### src/rtl/pmerge_pkg.sv
package pmerge_pkg;

  localparam int unsigned XLEN = 64;

  // Access view of a register
  typedef enum logic [2:0] {
    VW_LB = 3'd0,   // bits 7:0
    VW_HB = 3'd1,   // bits 15:8
    VW_HW = 3'd2,   // bits 15:0
    VW_DW = 3'd3,   // bits 31:0
    VW_QW = 3'd4    // bits 63:0
  } view_e;

  // Per-register tracking of separately held slices
  typedef struct packed {
    logic lo;       // low slice (7:0 or 15:0) held apart
    logic hi;       // second byte held apart
  } trk_t;

  function automatic view_e view_of(input logic [1:0] sz, input logic wide);
    view_e v;
    if (wide) begin
      v = VW_QW;
    end else begin
      case (sz)
        2'd0:    v = VW_LB;
        2'd1:    v = VW_HB;
        2'd2:    v = VW_HW;
        default: v = VW_DW;
      endcase
    end
    return v;
  endfunction

  function automatic logic [XLEN-1:0] merge_write(input logic [XLEN-1:0] old,
                                                   input logic [XLEN-1:0] data,
                                                   input view_e v);
    logic [XLEN-1:0] r;
    case (v)
      VW_LB:   r = {old[XLEN-1:8], data[7:0]};
      VW_HB:   r = {old[XLEN-1:16], data[7:0], old[7:0]};
      VW_HW:   r = {old[XLEN-1:16], data[15:0]};
      VW_DW:   r = {{(XLEN-32){1'b0}}, data[31:0]};
      default: r = data;
    endcase
    return r;
  endfunction

  function automatic trk_t track_write(input trk_t old, input view_e v);
    trk_t r;
    r = old;
    case (v)
      VW_LB, VW_HW: r.lo = 1'b1;
      VW_HB:        r.hi = 1'b1;
      default:      r    = '0;
    endcase
    return r;
  endfunction

  function automatic logic wants_merge(input trk_t t, input view_e v);
    logic r;
    case (v)
      VW_DW, VW_QW: r = t.lo | t.hi;
      VW_HW:        r = t.hi;
      default:      r = 1'b0;
    endcase
    return r;
  endfunction

  function automatic logic [XLEN-1:0] shape_read(input logic [XLEN-1:0] val,
                                                  input view_e v);
    logic [XLEN-1:0] r;
    case (v)
      VW_LB:   r = {{(XLEN-8){1'b0}}, val[7:0]};
      VW_HB:   r = {{(XLEN-8){1'b0}}, val[15:8]};
      VW_HW:   r = {{(XLEN-16){1'b0}}, val[15:0]};
      VW_DW:   r = {{(XLEN-32){1'b0}}, val[31:0]};
      default: r = val;
    endcase
    return r;
  endfunction

endpackage

### src/rtl/pmerge_bank.sv
module pmerge_bank
  import pmerge_pkg::*;
#(
  parameter int NREGS = 16,
  parameter int IDX_W = $clog2(NREGS)
) (
  input  logic             clk,
  input  logic             rst_n,
  input  logic             wr_en,
  input  logic [IDX_W-1:0] wr_idx,
  input  view_e            wr_view,
  input  logic [XLEN-1:0]  wr_data,
  input  logic             clr_en,
  input  logic [IDX_W-1:0] clr_idx,
  output logic [XLEN-1:0]  val_q [NREGS],
  output trk_t             trk_q [NREGS]
);

  for (genvar g = 0; g < NREGS; g++) begin : g_reg
    logic            hit, clr;
    logic [XLEN-1:0] val_r, val_d;
    trk_t            trk_r, trk_base, trk_d;

    always_comb begin
      hit      = wr_en  && (wr_idx  == IDX_W'(g));
      clr      = clr_en && (clr_idx == IDX_W'(g));
      val_d    = merge_write(val_r, wr_data, wr_view);
      trk_base = clr ? '0 : trk_r;
      // a write on the clearing edge lands after the clear
      trk_d    = hit ? track_write(trk_base, wr_view) : trk_base;
    end

    always_ff @(posedge clk or negedge rst_n) begin
      if (!rst_n) begin
        val_r <= '0;
      end else if (hit) begin
        val_r <= val_d;
      end
    end

    always_ff @(posedge clk or negedge rst_n) begin
      if (!rst_n) begin
        trk_r <= '0;
      end else if (hit || clr) begin
        trk_r <= trk_d;
      end
    end

    assign val_q[g] = val_r;
    assign trk_q[g] = trk_r;
  end

endmodule

### src/rtl/pmerge_rdport.sv
module pmerge_rdport
  import pmerge_pkg::*;
#(
  parameter int NREGS = 16,
  parameter int IDX_W = $clog2(NREGS)
) (
  input  logic             rd_en,
  input  logic [IDX_W-1:0] rd_idx,
  input  view_e            rd_view,
  input  logic [XLEN-1:0]  val_all [NREGS],
  input  trk_t             trk_all [NREGS],
  input  logic             wr_en,
  input  logic [IDX_W-1:0] wr_idx,
  input  view_e            wr_view,
  input  logic [XLEN-1:0]  wr_data,
  input  logic             stall,
  output logic             need,
  output logic [XLEN-1:0]  rd_data
);

  logic            fwd;
  logic [XLEN-1:0] cur_val, eff_val;
  trk_t            cur_trk, eff_trk;

  always_comb begin
    cur_val = val_all[rd_idx];
    cur_trk = trk_all[rd_idx];
    fwd     = wr_en && (wr_idx == rd_idx);
    eff_val = fwd ? merge_write(cur_val, wr_data, wr_view) : cur_val;
    eff_trk = fwd ? track_write(cur_trk, wr_view) : cur_trk;
    need    = rd_en && wants_merge(eff_trk, rd_view);
    rd_data = (rd_en && !stall) ? shape_read(eff_val, rd_view) : '0;
  end

endmodule

### src/rtl/pmerge_seq.sv
module pmerge_seq #(
  parameter int NREGS     = 16,
  parameter int MERGE_CYC = 3,
  parameter int IDX_W     = $clog2(NREGS)
) (
  input  logic             clk,
  input  logic             rst_n,
  input  logic             need_a,
  input  logic             need_b,
  input  logic [IDX_W-1:0] idx_a,
  input  logic [IDX_W-1:0] idx_b,
  output logic             stall,
  output logic             busy,
  output logic             clr_en,
  output logic [IDX_W-1:0] clr_idx
);

  localparam int CNT_W = $clog2(MERGE_CYC + 1);

  logic [CNT_W-1:0] cnt_q, cnt_d;
  logic [IDX_W-1:0] idx_q, idx_d;
  logic             start, cnt_nz;

  always_comb begin
    cnt_nz = (cnt_q != '0);
    start  = !cnt_nz && (need_a || need_b);
    if (cnt_nz) begin
      cnt_d = cnt_q - 1'b1;
    end else if (start) begin
      cnt_d = CNT_W'(MERGE_CYC - 1);
    end else begin
      cnt_d = '0;
    end
    idx_d   = need_a ? idx_a : idx_b;
    stall   = cnt_nz || need_a || need_b;
    busy    = cnt_nz;
    clr_en  = (cnt_q == CNT_W'(1));
    clr_idx = idx_q;
  end

  always_ff @(posedge clk or negedge rst_n) begin
    if (!rst_n) begin
      cnt_q <= '0;
    end else begin
      cnt_q <= cnt_d;
    end
  end

  always_ff @(posedge clk or negedge rst_n) begin
    if (!rst_n) begin
      idx_q <= '0;
    end else if (start) begin
      idx_q <= idx_d;
    end
  end

endmodule

### src/rtl/pmerge_regfile.sv
module pmerge_regfile
  import pmerge_pkg::*;
#(
  parameter int NREGS     = 16,
  parameter int MERGE_CYC = 3,
  localparam int IDX_W    = $clog2(NREGS)
) (
  input  logic             clk,
  input  logic             rst_n,
  input  logic             wr_en,
  input  logic [IDX_W-1:0] wr_idx,
  input  logic [1:0]       wr_sz,
  input  logic             wr_wide,
  input  logic [XLEN-1:0]  wr_data,
  input  logic             ra_en,
  input  logic [IDX_W-1:0] ra_idx,
  input  logic [1:0]       ra_sz,
  input  logic             ra_wide,
  output logic [XLEN-1:0]  ra_data,
  input  logic             rb_en,
  input  logic [IDX_W-1:0] rb_idx,
  input  logic [1:0]       rb_sz,
  input  logic             rb_wide,
  output logic [XLEN-1:0]  rb_data,
  output logic             stall,
  output logic             merge_busy
);

  logic [1:0]       rst_sync_q;
  logic             rst_sync_n;
  view_e            wr_view, ra_view, rb_view;
  logic [XLEN-1:0]  val_all [NREGS];
  trk_t             trk_all [NREGS];
  logic             need_a, need_b, clr_en;
  logic [IDX_W-1:0] clr_idx;

  always_ff @(posedge clk or negedge rst_n) begin
    if (!rst_n) begin
      rst_sync_q <= 2'b00;
    end else begin
      rst_sync_q <= {rst_sync_q[0], 1'b1};
    end
  end
  assign rst_sync_n = rst_sync_q[1];

  always_comb begin
    wr_view = view_of(wr_sz, wr_wide);
    ra_view = view_of(ra_sz, ra_wide);
    rb_view = view_of(rb_sz, rb_wide);
  end

  pmerge_bank #(.NREGS(NREGS), .IDX_W(IDX_W)) bank_i (
    .clk     (clk),
    .rst_n   (rst_sync_n),
    .wr_en   (wr_en),
    .wr_idx  (wr_idx),
    .wr_view (wr_view),
    .wr_data (wr_data),
    .clr_en  (clr_en),
    .clr_idx (clr_idx),
    .val_q   (val_all),
    .trk_q   (trk_all)
  );

  pmerge_rdport #(.NREGS(NREGS), .IDX_W(IDX_W)) rda_i (
    .rd_en   (ra_en),
    .rd_idx  (ra_idx),
    .rd_view (ra_view),
    .val_all (val_all),
    .trk_all (trk_all),
    .wr_en   (wr_en),
    .wr_idx  (wr_idx),
    .wr_view (wr_view),
    .wr_data (wr_data),
    .stall   (stall),
    .need    (need_a),
    .rd_data (ra_data)
  );

  pmerge_rdport #(.NREGS(NREGS), .IDX_W(IDX_W)) rdb_i (
    .rd_en   (rb_en),
    .rd_idx  (rb_idx),
    .rd_view (rb_view),
    .val_all (val_all),
    .trk_all (trk_all),
    .wr_en   (wr_en),
    .wr_idx  (wr_idx),
    .wr_view (wr_view),
    .wr_data (wr_data),
    .stall   (stall),
    .need    (need_b),
    .rd_data (rb_data)
  );

  pmerge_seq #(.NREGS(NREGS), .MERGE_CYC(MERGE_CYC), .IDX_W(IDX_W)) seq_i (
    .clk     (clk),
    .rst_n   (rst_sync_n),
    .need_a  (need_a),
    .need_b  (need_b),
    .idx_a   (ra_idx),
    .idx_b   (rb_idx),
    .stall   (stall),
    .busy    (merge_busy),
    .clr_en  (clr_en),
    .clr_idx (clr_idx)
  );

endmodule

### config.mk
export PLATFORM = sky130hd
export DESIGN_NAME = pmerge_regfile
export DESIGN_NICKNAME = d
export VERILOG_FILES = /design/src/rtl/pmerge_pkg.sv /design/src/rtl/pmerge_bank.sv /design/src/rtl/pmerge_rdport.sv /design/src/rtl/pmerge_seq.sv /design/src/rtl/pmerge_regfile.sv
export SDC_FILE = /design/constraint.sdc
export NUM_CORES = 2
export LEC_CHECK = 0
export CORE_UTILIZATION = 52
export DETAILED_ROUTE_END_ITERATION = 16
export DONT_BUFFER_PORTS = 1
export HOLD_SLACK_MARGIN = 0.15
export PLACE_DENSITY = 0.69
export SLEW_MARGIN = 20
export SYNTH_ARGS = -nofsm -noshare
export SYNTH_HDL_FRONTEND = slang
export SYNTH_SLANG_ARGS = --single-unit
### constraint.sdc
create_clock -name clk -period 36.7 [get_ports clk]
set_input_delay 1.835 -clock clk [delete_from_list [all_inputs] [get_ports clk]]
set_output_delay 1.835 -clock clk [all_outputs]
set_load 0.01 [all_outputs]
# Word level (Yosys, flattened, before mapping)
# Cells that the tools add are included.
word_totals:
  regBits: 1064
  inputBits: 90
  output_inout_bits: 130
  word_cells: 365
op_classes:
  n_addsub: 1
  n_lt_le_gt_ge: 2
  eq_ne: 50
  n_mux: 102
  bitwise_logic: 7
  reduce_logical: 120
op_table:
  columns: ["op", "count"]
  rows:
  - ["$pmux 64 s4", 5]
  - ["$bmux 64 s4", 2]
  - ["$mux 64", 8]
  - ["$mux 2", 40]
  - ["$pmux 1 s2", 38]
  - ["$eq 4x4->1 const B", 16]
  - ["$reduce_and 2->1", 32]
  - ["$reduce_and 4->1", 16]
  - ["$logic_and 1x1->1", 39]
  - ["$eq 4x3->1 const B", 8]
  - ["$logic_or 1x1->1", 19]
  - ["$eq 3x2->1 const B", 6]
  - ["$pmux 2 s3", 3]
  - ["$bmux 2 s4", 2]
  - ["$eq 4x2->1 const B", 4]
  - ["$ge 5x5->1 const B", 2]
  - ["$not 4->5", 2]
  - ["$eq 3x1->1 const B", 3]
  - ["$logic_not 3->1", 3]
  - ["$mux 3", 3]
  - ["$eq 2x1->1 const B", 4]
  - ["$eq 4x1->1 const B", 2]
  - ["$eq 4x4->1", 2]
  - ["$logic_not 4->1", 2]
  - ["other kinds (10)", 21]

# Longest topological paths before layout
depth:
  word_depth: 15
  mapped_depth: 10
  depth_no_buf: 7

# Cells and area by module
# A second synthesis with hierarchy kept.
unflattened:
  cells_unflattened: 3983
  hier_area_um2: 59373.2
by_module_without_submodules:
  columns: ["module", "n_inst", "cells_per_inst", "area_each_um2", "seq_area_each_um2"]
  rows:
  - ["pmerge_bank", 1, 2493, 40311.2, 26425.3]
  - ["pmerge_rdport", 2, 730, 9326.4, 0.0]
  - ["pmerge_seq", 1, 21, 317.8, 150.1]
  - ["pmerge_regfile", 1, 9, 91.3, 50.0]

# Least setup slack after synthesis
# OpenSTA, ideal clock, no wires.
synth_path:
  path_kind: "input -> output"
  from: "input port rb_idx[0]"
  to: "output port rb_data[22]"
  arrival_ns: 4.327
  required_ns: 34.865
  slack_ns: 30.538
  path_stages: 9
  n_path_buf: 5
  cell_sequence: "buf_2 > buf_2 > buf_2 > buf_2 > buf_2 > mux4_2 > mux4_2 > mux2i_1 > nor3_1"
synth_via:
  elab_chain_cells: 13
  elab_cells_between_ends: 22
  cone_classes: "eq/ne: 1; mux: 14; bitwise: 2; reduce/logical: 5"
synth_rtl:
  columns: ["item", "line_no", "source"]
  rows:
  - ["start: declaration", "pmerge_regfile.sv:21", "input logic [IDX_W-1:0] rb_idx,"]
  - ["$not 4->5 (not written as such)", "pmerge_rdport.sv:26, pmerge_rdport.sv:27", null]
  - ["$bmux 2 s4", "pmerge_rdport.sv:27", "cur_trk = trk_all[rd_idx];"]
  - ["$mux 2 (not written as such) (2 in series)", "pmerge_rdport.sv:27", null]
  - ["$pmux 1 s2", "pmerge_pkg.sv:52", "case (v)"]
  - ["$mux 2", "pmerge_rdport.sv:30", "eff_trk = fwd ? track_write(cur_trk, wr_view) : cur_trk;"]
  - ["$or 1x1->1", "pmerge_pkg.sv:63", "VW_DW, VW_QW: r = t.lo | t.hi;"]
  - ["$pmux 1 s2", "pmerge_pkg.sv:62", "case (v)"]
  - ["$logic_and 1x1->1", "pmerge_rdport.sv:31", "need = rd_en && wants_merge(eff_trk, rd_view);"]
  - ["$logic_or 1x1->1", "pmerge_seq.sv:35", "stall = cnt_nz || need_a || need_b;"]
  - ["$logic_not 1->1", "pmerge_rdport.sv:32", "rd_data = (rd_en && !stall) ? shape_read(eff_val, rd_view) : '0;"]
  - ["$logic_and 1x1->1", "pmerge_rdport.sv:32", null]
  - ["$mux 64 (*)", "pmerge_rdport.sv:32", null]
  - ["end: declaration", "pmerge_regfile.sv:24", "output logic [XLEN-1:0] rb_data,"]
# Every way passes the cells marked *; elsewhere a longest branch is shown, timed or not. The select of a mux whose other input is x is not followed.

# Final worst setup path
layout_path:
  from: "input port ra_idx[0]"
  to: "output port rb_data[1]"
layout_via:
  elab_chain_cells: 14
  elab_cells_between_ends: 17
  cone_classes: "eq/ne: 1; mux: 8; bitwise: 2; reduce/logical: 6"
layout_rtl:
  columns: ["item", "line_no", "source"]
  rows:
  - ["start: declaration", "pmerge_regfile.sv:16", "input logic [IDX_W-1:0] ra_idx,"]
  - ["$not 4->5 (not written as such)", "pmerge_rdport.sv:27", null]
  - ["$bmux 2 s4", "pmerge_rdport.sv:27", null]
  - ["$mux 2 (not written as such) (2 in series)", "pmerge_rdport.sv:27", null]
  - ["$pmux 1 s2", "pmerge_pkg.sv:52", null]
  - ["$mux 2 (*)", "pmerge_rdport.sv:30", null]
  - ["$or 1x1->1", "pmerge_pkg.sv:63", null]
  - ["$pmux 1 s2 (*)", "pmerge_pkg.sv:62", null]
  - ["$logic_and 1x1->1 (*)", "pmerge_rdport.sv:31", null]
  - ["$logic_or 1x1->1 (*) (2 in series)", "pmerge_seq.sv:35", null]
  - ["$logic_not 1->1 (*)", "pmerge_rdport.sv:32", null]
  - ["$logic_and 1x1->1 (*)", "pmerge_rdport.sv:32", null]
  - ["$mux 64 (*)", "pmerge_rdport.sv:32", null]
# Marked as above.

==> impl_metrics.env <==
export IMPL_ios=220
export IMPL_wl_per_cell_um=28.6
export IMPL_synth_edff_count=0
export IMPL_synthAdderAreaFrac=0
export IMPL_drc=0
export IMPL_routed_wirelength_um=162000
export IMPL_fp_row_count=120
export IMPL_dr_pass1_iters=5
export IMPL_cts_post_setup_buffers_inserted=0
export IMPL_worstHoldStart="rst_sync_q[0]"
export IMPL_synth_xor_area_frac=0.00124
export IMPL_slew_headroom=-0.103
export IMPL_crit_type="input port to output pin"
export IMPL_core_region_area_um2=108000
export IMPL_setup_violations=0
export IMPL_r2r_end="bank_i.g_reg[14].val_r[37]"
export IMPL_crit_buf_inv=0
export IMPL_yosys_top_cells_area="dfrtp_1, mux4_2, mux2_2"
export IMPL_yosysUniqueCellTypes=42
export IMPL_overflow=0
export IMPL_reg2reg_slack_ns=33.26
export IMPL_grt_total_usage=0.299
export IMPL_postCtsResizedCells=0
export IMPL_holdPathEnd="rst_sync_q[1]"
export IMPL_ys_seq_elements=1064
export IMPL_hold_buffers=0
export IMPL_tns_ns=0
export IMPL_finalWorstSetupSlack_ns=29.64
export IMPL_worstPathCellList="nor2b_1, a22oi_1, nand3_1, nand4_1, a2111oi_4, nand2_2, a211oi_1"
export IMPL_hold_viol=0
export IMPL_power_density_nw_per_um2=55.7
export IMPL_max_clock_freq_mhz=142
export IMPL_clockBufferDepth=3
export IMPL_synthSimpleGateAreaFrac=0.0723
export IMPL_drive_gt1_frac=0.313
export IMPL_dieArea_um2=110000
export IMPL_maxCapViolations=0
export IMPL_grt_pass1_wl_um=249000
export IMPL_h_tree_depth=3
export IMPL_worst_slew_pin_slew_ns=1.66
export IMPL_ys_seq_area_frac=0.469
export IMPL_crit_family="simple AND/OR/NAND/NOR gates"
export IMPL_cp_max_fo=264
export IMPL_netlist_area_um2=56700
export IMPL_cpMaxStageDelayCell="nand2_2"
export IMPL_clock_sinks=1064
export IMPL_violations="max-slew violations"
export IMPL_start_util=0.527
export IMPL_syn_inst=4449
export IMPL_cts_made_buffers=111
export IMPL_ys_warn_count=0
export IMPL_maxSlewViolCount=106
export IMPL_ant_nets=0
export IMPL_drt_iter0_drc=4025
export IMPL_cts_tree="built"
export IMPL_synth_avg_cell_area_um2=12.8
export IMPL_cp_end_kind="output pin"
export IMPL_synthFlopType="dfrtp_1"
export IMPL_synth_top_family_by_area="multiplexers"
export IMPL_fin_crit_sh=0.192
export IMPL_crit_path_start_kind="input port"
export IMPL_place_hpwl_um=89400
export IMPL_outcome="finished, violations left"
export IMPL_async_flop_share=1.00
export IMPL_crit_arrival_ns=5.23
export IMPL_skew_ns=0.0150
export IMPL_clkLatencyLatePin_ns=0.70
export IMPL_r2r_cells=3
export IMPL_vias_per_cell=6.75
export IMPL_ir_worst_vdd_uv=40.3
export IMPL_synth_compound_area_frac=0.0823
export IMPL_gp_congestion=0.879
export IMPL_die_h_um=332
export IMPL_grt_pass1_vias=38686
export IMPL_cts_root_buf="clkbuf_16"
export IMPL_cts_reportedPaths_clkPinSlew_ns=0.06
export IMPL_layout_common_cells="dfrtp_1, mux4_2, nand2_1"
export IMPL_io_buffers=0
export IMPL_grt_antenna_before_repair=3
export IMPL_grt_max_degree=267
export IMPL_final_nets=4272
export IMPL_synthMuxAreaShare=0.343
export IMPL_cp_data_required_time_ns=34.86
export IMPL_via_count=38337
export IMPL_r2r_start="rst_sync_q[1]"
export IMPL_preCtsSetupSlack_ns=29.86
export IMPL_synth_top_area_cell="dfrtp_1"
export IMPL_whs_path_depth=0
export IMPL_rsz0062_at_grt="false"
export IMPL_layout_commonest_cell="dfrtp_1"
export IMPL_max_stage_delay_ns=0.65
export IMPL_power_leakage_nw=25.2
export IMPL_synth_nets=4539
export IMPL_syn_to_final_growth_pct=8.02
export IMPL_die_x_um=332
export IMPL_yosysTopAreaCellShare=0.469
export IMPL_min_period_ns=7.06
export IMPL_min_path_type="flop to flop"
==> report_power, final <==
part	switching (W)	total [W]	internal, W
Sequential	0.000165	0.00156	0.00140
Clock	0.000478	0.00115	0.000676
Combinational	0.000289	0.000696	0.000407
==> registers in the layout, summed over array words and instances (netlist names) <==
signal / flops
rst_sync_q: 2
bank_i.g.val_r: 1024
seq_i.clr_idx: 4
bank_i.trk_q: 32
seq_i.cnt_q: 2
==> how the worst max path moves through the flow <==
stage / cells after the start / start / slack [ns] / endpoint
global placement: 8 / ra_idx[1] / 29.97 / rb_data[2]
CTS: 8 / ra_idx[1] / 29.85 / rb_data[1]
finish: 7 / ra_idx[0] / 29.64 / rb_data[1]
detailed placement: 8 / ra_idx[1] / 29.86 / rb_data[3]
global route: 8 / ra_idx[1] / 29.60 / rb_data[3]
floorplan: 0 / rst_sync_q[1] / 4.85 / bank_i.g_reg[0].val_r[0]
==> layout make-up <==
type / instances / area (µm²)
flip-flops and latches: 1064 / 26600
diodes: 1 / 2.50
inverters: 10 / 37.5
well taps: 1403 / 1760
multi-input cells: 2924 / 28500
fillers: 8406 / 46400
clock inverters: 34 / 323
repair buffers: 71 / 623
clock buffers: 170 / 3440
==> cell usage after synthesis, drive strengths merged (38+ instances only) <==
library cell / count
a211oi: 38
a21oi: 117
a32oi: 64
buf: 129
clkbuf: 322
dfrtp: 1064
mux2: 387
mux2i: 42
mux4: 651
nand2: 658
nor2: 185
nor2b: 41
nor3: 58
o21ai: 569
==> stage by stage <==
stage / power [W] / instances / area [µm²] / hold WS (ns) / utilization
floorplan: 0.00213 / 4449 / 56700 / 0.331 / -
global placement: 0.00223 / 5469 / 57400 / 0.332 / 0.534
detailed placement: 0.00227 / 5470 / 57500 / 0.336 / 0.534
CTS: 0.00342 / 5674 / 61200 / 0.350 / 0.569
global route: 0.00356 / 5676 / 61300 / 0.362 / 0.569
finish: 0.00341 / 5677 / 61300 / 0.347 / 0.569
==> cells by family (layout without fill, tap and decap cells) <==
logic type	after synthesis	in the layout
other	1	2
AO/OA/AOI/OAI	833	833
flip-flops	1064	1064
AND/OR/NAND/NOR	1002	1002
multiplexers	1080	1080
buffers and inverters	461	285
XOR/XNOR	8	8
==> routing by layer <==
metal,vias up,routed length [µm],track usage
met2,1696,78300,0.478
met4,4,5800,0.111
met1,20100,64400,0.406
li1,16187,-,-
met3,350,14000,0.0656
met5,-,15,0
Note: power is estimated with default switching activity, not from simulation.
